==> src/rtl/boot_handoff_pkg.sv <==
package boot_handoff_pkg;
  localparam logic [7:0] OP_START = 8'h50;
  localparam logic [7:0] OP_HALT  = 8'h54;

  typedef enum logic {OWN_USER = 1'b0, OWN_CPU = 1'b1} owner_e;
endpackage

==> src/rtl/bh_poll_detect.sv <==
module bh_poll_detect #(
  parameter int AW = 20,
  parameter logic [AW-1:0] CHECK_ADDR = '1
) (
  input  logic          clk_i,
  input  logic          rst_ni,
  input  logic          cpu_rd_i,
  input  logic [AW-1:0] cpu_addr_i,
  output logic          poll_o,
  output logic          ready_o
);
  logic sent_q, ready_q;

  assign poll_o  = cpu_rd_i && (cpu_addr_i == CHECK_ADDR);
  assign ready_o = ready_q;

  always_ff @(posedge clk_i or negedge rst_ni) begin
    if (!rst_ni) begin
      sent_q  <= 1'b0;
      ready_q <= 1'b0;
    end else begin
      ready_q <= poll_o && !sent_q;
      if (poll_o) sent_q <= 1'b1;
    end
  end


  ready_once_chk: assert property (@(posedge clk_i) disable iff (!rst_ni)
    $past(sent_q) |-> !ready_o);
endmodule

==> src/rtl/bh_go_ctrl.sv <==
module bh_go_ctrl
  import boot_handoff_pkg::*;
#(
  parameter int AW = 20,
  parameter logic [AW-1:0] RESULT_ADDR = '0
) (
  input  logic          clk_i,
  input  logic          rst_ni,
  input  logic          cmd_valid_i,
  input  logic [7:0]    cmd_op_i,
  input  logic          cpu_we_i,
  input  logic [AW-1:0] cpu_addr_i,
  output owner_e        owner_o,
  output logic          done_o
);
  logic go_q, done_q, start, halt, res_wr;

  assign start  = cmd_valid_i && (cmd_op_i == OP_START);
  assign halt   = cmd_valid_i && (cmd_op_i == OP_HALT);
  assign res_wr = go_q && cpu_we_i && (cpu_addr_i == RESULT_ADDR);

  always_ff @(posedge clk_i or negedge rst_ni) begin
    if (!rst_ni) begin
      go_q   <= 1'b0;
      done_q <= 1'b0;
    end else begin
      done_q <= res_wr;
      if (halt || res_wr) go_q <= 1'b0;   // clear wins over start
      else if (start)     go_q <= 1'b1;
    end
  end

  assign owner_o = go_q ? OWN_CPU : OWN_USER;
  assign done_o  = done_q;


  start_sets_go_chk: assert property (@(posedge clk_i) disable iff (!rst_ni)
    (start && !halt && !res_wr) |=> (owner_o == OWN_CPU));

  halt_clears_go_chk: assert property (@(posedge clk_i) disable iff (!rst_ni)
    halt |=> (owner_o == OWN_USER));

  done_clears_go_chk: assert property (@(posedge clk_i) disable iff (!rst_ni)
    done_o |-> (owner_o == OWN_USER));
endmodule

==> src/rtl/bh_sram_mux.sv <==
module bh_sram_mux
  import boot_handoff_pkg::*;
#(
  parameter int AW = 20,
  parameter int DW = 32
) (
  input  owner_e        owner_i,
  input  logic [AW-1:0] usr_addr_i,
  input  logic [DW-1:0] usr_wdata_i,
  input  logic          usr_we_i,
  input  logic          usr_oe_i,
  output logic [DW-1:0] usr_rdata_o,
  input  logic [AW-1:0] cpu_addr_i,
  input  logic [DW-1:0] cpu_wdata_i,
  input  logic          cpu_we_i,
  input  logic          cpu_rd_i,
  output logic [DW-1:0] cpu_rdata_o,
  output logic [AW-1:0] sram_addr_o,
  output logic [DW-1:0] sram_wdata_o,
  output logic          sram_we_o,
  output logic          sram_oe_o,
  input  logic [DW-1:0] sram_rdata_i
);
  always_comb begin
    if (owner_i == OWN_CPU) begin
      sram_addr_o  = cpu_addr_i;
      sram_wdata_o = cpu_wdata_i;
      sram_we_o    = cpu_we_i;
      sram_oe_o    = cpu_rd_i;
      cpu_rdata_o  = sram_rdata_i;
      usr_rdata_o  = '0;
    end else begin
      sram_addr_o  = usr_addr_i;
      sram_wdata_o = usr_wdata_i;
      sram_we_o    = usr_we_i;
      sram_oe_o    = usr_oe_i;
      cpu_rdata_o  = '0;
      usr_rdata_o  = sram_rdata_i;
    end
  end
endmodule

==> src/rtl/boot_handoff_ctrl.sv <==
module boot_handoff_ctrl
  import boot_handoff_pkg::*;
#(
  parameter int AW = 20,
  parameter int DW = 32,
  parameter logic [AW-1:0] CHECK_ADDR  = '1,
  parameter logic [AW-1:0] RESULT_ADDR = '0,
  parameter logic [DW-1:0] READY_WORD  = DW'(2)
) (
  input  logic          clk_i,
  input  logic          rst_ni,
  input  logic          cmd_valid_i,
  input  logic [7:0]    cmd_op_i,
  input  logic [AW-1:0] usr_addr_i,
  input  logic [DW-1:0] usr_wdata_i,
  input  logic          usr_we_i,
  input  logic          usr_oe_i,
  output logic [DW-1:0] usr_rdata_o,
  input  logic [AW-1:0] cpu_addr_i,
  input  logic [DW-1:0] cpu_wdata_i,
  input  logic          cpu_rd_i,
  input  logic          cpu_we_i,
  output logic [DW-1:0] cpu_rdata_o,
  output logic [AW-1:0] sram_addr_o,
  output logic [DW-1:0] sram_wdata_o,
  output logic          sram_we_o,
  output logic          sram_oe_o,
  input  logic [DW-1:0] sram_rdata_i,
  output logic          ready_o,
  output logic          done_o,
  output logic          go_o
);
  owner_e        owner;
  logic          poll;
  logic [DW-1:0] mux_cpu_rdata;

  bh_poll_detect #(.AW(AW), .CHECK_ADDR(CHECK_ADDR)) u_poll (
    .clk_i, .rst_ni, .cpu_rd_i, .cpu_addr_i,
    .poll_o(poll), .ready_o
  );

  bh_go_ctrl #(.AW(AW), .RESULT_ADDR(RESULT_ADDR)) u_go (
    .clk_i, .rst_ni, .cmd_valid_i, .cmd_op_i, .cpu_we_i, .cpu_addr_i,
    .owner_o(owner), .done_o
  );

  bh_sram_mux #(.AW(AW), .DW(DW)) u_mux (
    .owner_i(owner),
    .usr_addr_i, .usr_wdata_i, .usr_we_i, .usr_oe_i, .usr_rdata_o,
    .cpu_addr_i, .cpu_wdata_i, .cpu_we_i, .cpu_rd_i,
    .cpu_rdata_o(mux_cpu_rdata),
    .sram_addr_o, .sram_wdata_o, .sram_we_o, .sram_oe_o, .sram_rdata_i
  );

  assign go_o = (owner == OWN_CPU);

  // poll answer overrides SRAM data
  always_comb begin
    if (poll) cpu_rdata_o = go_o ? READY_WORD : '0;
    else      cpu_rdata_o = mux_cpu_rdata;
  end


  poll_zero_chk: assert property (@(posedge clk_i) disable iff (!rst_ni)
    (poll && !go_o) |-> (cpu_rdata_o == '0));

  poll_release_chk: assert property (@(posedge clk_i) disable iff (!rst_ni)
    (poll && go_o) |-> (cpu_rdata_o == READY_WORD));

  cpu_isolate_chk: assert property (@(posedge clk_i) disable iff (!rst_ni)
    !go_o |-> (cpu_rdata_o == '0));

  usr_isolate_chk: assert property (@(posedge clk_i) disable iff (!rst_ni)
    go_o |-> (usr_rdata_o == '0));
endmodule

==> config.mk <==
export PLATFORM = sky130hd
export DESIGN_NAME = boot_handoff_ctrl
export DESIGN_NICKNAME = d
export VERILOG_FILES = /design/src/rtl/boot_handoff_pkg.sv /design/src/rtl/bh_poll_detect.sv /design/src/rtl/bh_go_ctrl.sv /design/src/rtl/bh_sram_mux.sv /design/src/rtl/boot_handoff_ctrl.sv
export SDC_FILE = /design/constraint.sdc
export NUM_CORES = 1
export LEC_CHECK = 0
export BUFFER_PORTS_ARGS = -buffer_cell sky130_fd_sc_hd__buf_2
export CORE_AREA = 5 5 101 103
export DETAILED_ROUTE_END_ITERATION = 10
export DIE_AREA = 0 0 106 108
export GPL_ROUTABILITY_DRIVEN = 0
export PLACE_DENSITY = 0.52
export REMOVE_ABC_BUFFERS = 1
export SYNTH_ARGS = -nofsm -noshare
export SYNTH_HDL_FRONTEND = slang
export SYNTH_SLANG_ARGS = --single-unit
==> constraint.sdc <==
create_clock -name clk_i -period 1.51 [get_ports clk_i]
set_clock_uncertainty 0.2 [all_clocks]
set_input_delay 0.0755 -clock clk_i [delete_from_list [all_inputs] [get_ports clk_i]]
set_output_delay 0.0755 -clock clk_i [all_outputs]
set_load 0.1 [all_outputs]
==> run_results.csv <==
group,metric,value,unit
run_status,violations,"negative setup slack",
cts,clk_pin_slew_worst_paths,0.03,ns
critical_path,regToRegSetupSlack,0.13,ns
synthesis,synth-main-ff-cell,"dfrtp_1",
power_and_ir_drop,clockPowerShare,4.5,%
synthesis,ys_warn_count,0,
power_and_ir_drop,power_per_cell_area,1030,nW/um2
synthesis,ys_async_sr_fraction,100,%
route,num_vias,2482,
job,drv_cap,0,
synthesis,synth_cell_types,22,
die,io_pins,272,
power_and_ir_drop,p_switching,3220,uW
critical_path,crit_type,"flip-flop to output pin",
timing,fin_crit_sh,118,%
synthesis,synth_seq_area_share,7.27,%
critical_path,cp_max_fo,9,
critical_path,cp-end-kind,"output pin",
layout,fin_nets,603,
cts,clk_latency,0.22,ns
die,core_area,9110,um2
die,start_util,15.1,%
layout,fillCellCount,767,
timing,finalSetupViolCount,119,
route,drt-total-wl,10.3,mm
power_and_ir_drop,vdd_drop_max,0.573,mV
power_and_ir_drop,leakage,0.00257,uW
layout,syn_to_final_growth,278,%
grt,grt_antenna_before_repair,0,
route,dr.pass1.iters,4,
synthesis,syn_area_per_cell,8.30,um2
route,antenna_left,0,
place,place_hpwl,8.38,mm
timing,fmaxAchievable,561,MHz
cts,cts_tree,"built",
critical_path,rr_worst_depth,4,
place,dp.cells,540,
grt,grt.overflow.total,0,
layout,fin_util,57.1,%
layout,final_cell_area,5200,um2
grt,grt_first_pass_wirelength,14.4,mm
critical_path,cp.required,1.23,ns
grt,grt_usage,15.8,%
power_and_ir_drop,netSwitchingFraction,60.1,%
timing,slew_viol_final,0,
layout,antennaDiodeCount,0,
synthesis,synth_edf_count,0,
layout,fin_cells,562,
timing,relSlewSlack,67.3,%
timing,setup_ws,-0.274,ns
power_and_ir_drop,combPwrFrac,93.1,%
critical_path,r2r-start,"u_go.go_q",
grt,grt_max_degree,36,
run_status,status,"finished, violations left",
critical_path,startpoint_type,"flip-flop",
layout,final-seq-area,104,um2
layout,mostFrequentLayoutCells,"buf_2, buf_12, mux2_2",
cts,root_buffer,"clkbuf_8",
layout,final_common_cell,"buf_2",
route,drc,0,
route,wl_per_cell,18.2,um
place,placed_area,4660,um2
power_and_ir_drop,p_total,5350,uW
die,rows,35,
die,fp.dieH,108,um
power_and_ir_drop,p_seq_share,2.4,%
cts,cts_buffer_depth,2,
layout,drive_above_1_share,86.3,%
place,port_buffers,271,
synthesis,netlist_area,1380,um2
synthesis,synth-seq-cells,4,
timing,worstMarginPinSlew,0.493,ns
timing,fin_crit,1.78,ns
power_and_ir_drop,p_int,2140,uW
timing,setup_tns,-22.73,ns
route,via_per_inst,4.42,
die,dieArea,11400,um2
timing,rsz0062_at_grt,"true",
timing,hold_violations,0,
layout,multi_input_area,1450,um2
critical_path,r2r_end,"u_go.done_o",
grt,grt_pass1_vias,2748,
synthesis,synth_cells,166,
route,drtIter0Drc,75,
cts,cts.sinks,4,
critical_path,arrival,1.51,ns
cts,htreeDepth,1,
worst_hold_path,hp-class,"input pin to async pin",
cts,cts_buffers,3,
die,fp.dieW,106,um
==> synth_stat cells (2+ instances only) <==
master	instances	area [um2]
buf_2	6	30.0
buf_4	2	15.0
and3_1	31	194
buf_6	3	33.8
nor2b_1	31	194
nand3_1	2	10.0
mux2_2	54	608
nor2_1	5	18.8
nand4_1	6	37.5
clkbuf_1	5	18.8
nor2_2	3	18.8
dfrtp_1	4	100
nor4_1	5	31.3
==> layer usage <==
layer	vias to the layer above	global-route usage, %	part of all wire (%)
met5	-	0	0
met4	0	3.89	2.2
met3	16	5.85	9.5
met2	151	31.1	56
met1	1142	15.6	32
li1	1173	-	-
==> critical path, cell delays in order, from the launching register on <==
cell and delay, ns:
dfrtp_4 0.50, buf_4 0.21, mux2_2 0.39, buf_12 0.17
==> timing repair <==
action / CTS / global route
gates resized for setup: 64 / 15
hold endpoints to repair: 6 / 0
buffers inserted: 1 / 2
endpoints found under the setup margin: 118 / 121
hold buffers: 13 / 0
pin swaps: 0 / 3
cloned: 1 / 1
==> power by group through the flow <==
stage	clock (uW)	sequential, uW	combinational, uW
after global placement	0	125	4720
final	242	129	4980
after global routing	254	131	5100
after CTS	252	124	4960
after floorplan	0	225	2870
after detailed placement	0	126	4750
==> metrics by stage <==
stage / setup WS, ns / hold slack (ns)
after detailed placement: -0.0378 / -0.312
after global placement: -0.0166 / -0.318
final: -0.274 / 0.0158
after floorplan: -3.87 / -0.420
after CTS: -0.276 / 0.0101
after global routing: -0.313 / 0.0345
==> layout make-up <==
cell class	instances	area share [%]
clock buffers	4	0.865
inverters	1	0.0721
multi-input cells	145	27.9
flip-flops and latches	4	2.00
well taps	111	2.67
repair buffers	297	66.5
==> how the worst max path moves through the flow <==
stage | start | end | cells after the start
2_1_floorplan | u_go.go_q | cpu_rdata_o[1] | 1
3_3_place_gp | u_go.go_q | sram_wdata_o[15] | 3
3_5_place_dp | u_go.go_q | sram_addr_o[4] | 3
4_1_cts | u_go.go_q | sram_wdata_o[15] | 3
5_1_grt | u_go.go_q | cpu_rdata_o[12] | 4
6_report | u_go.go_q | sram_addr_o[15] | 3
==> registers in the layout (all words and copies together), names as in the netlist <==
signal          flops
u_go.done_o         1
u_go.go_q           1
u_poll.ready_o      1
u_poll.sent_q       1
==> kinds of logic after synthesis <==
group | count (synthesis) | synth area share, %
buffers and inverters | 17 | 7.36
and+or+nand+nor | 89 | 40.3
muxes | 54 | 44.1
AOI/OAI and AO/OA | 2 | 0.908
DFF | 4 | 7.27
Note: power is estimated with default switching activity, not from simulation.
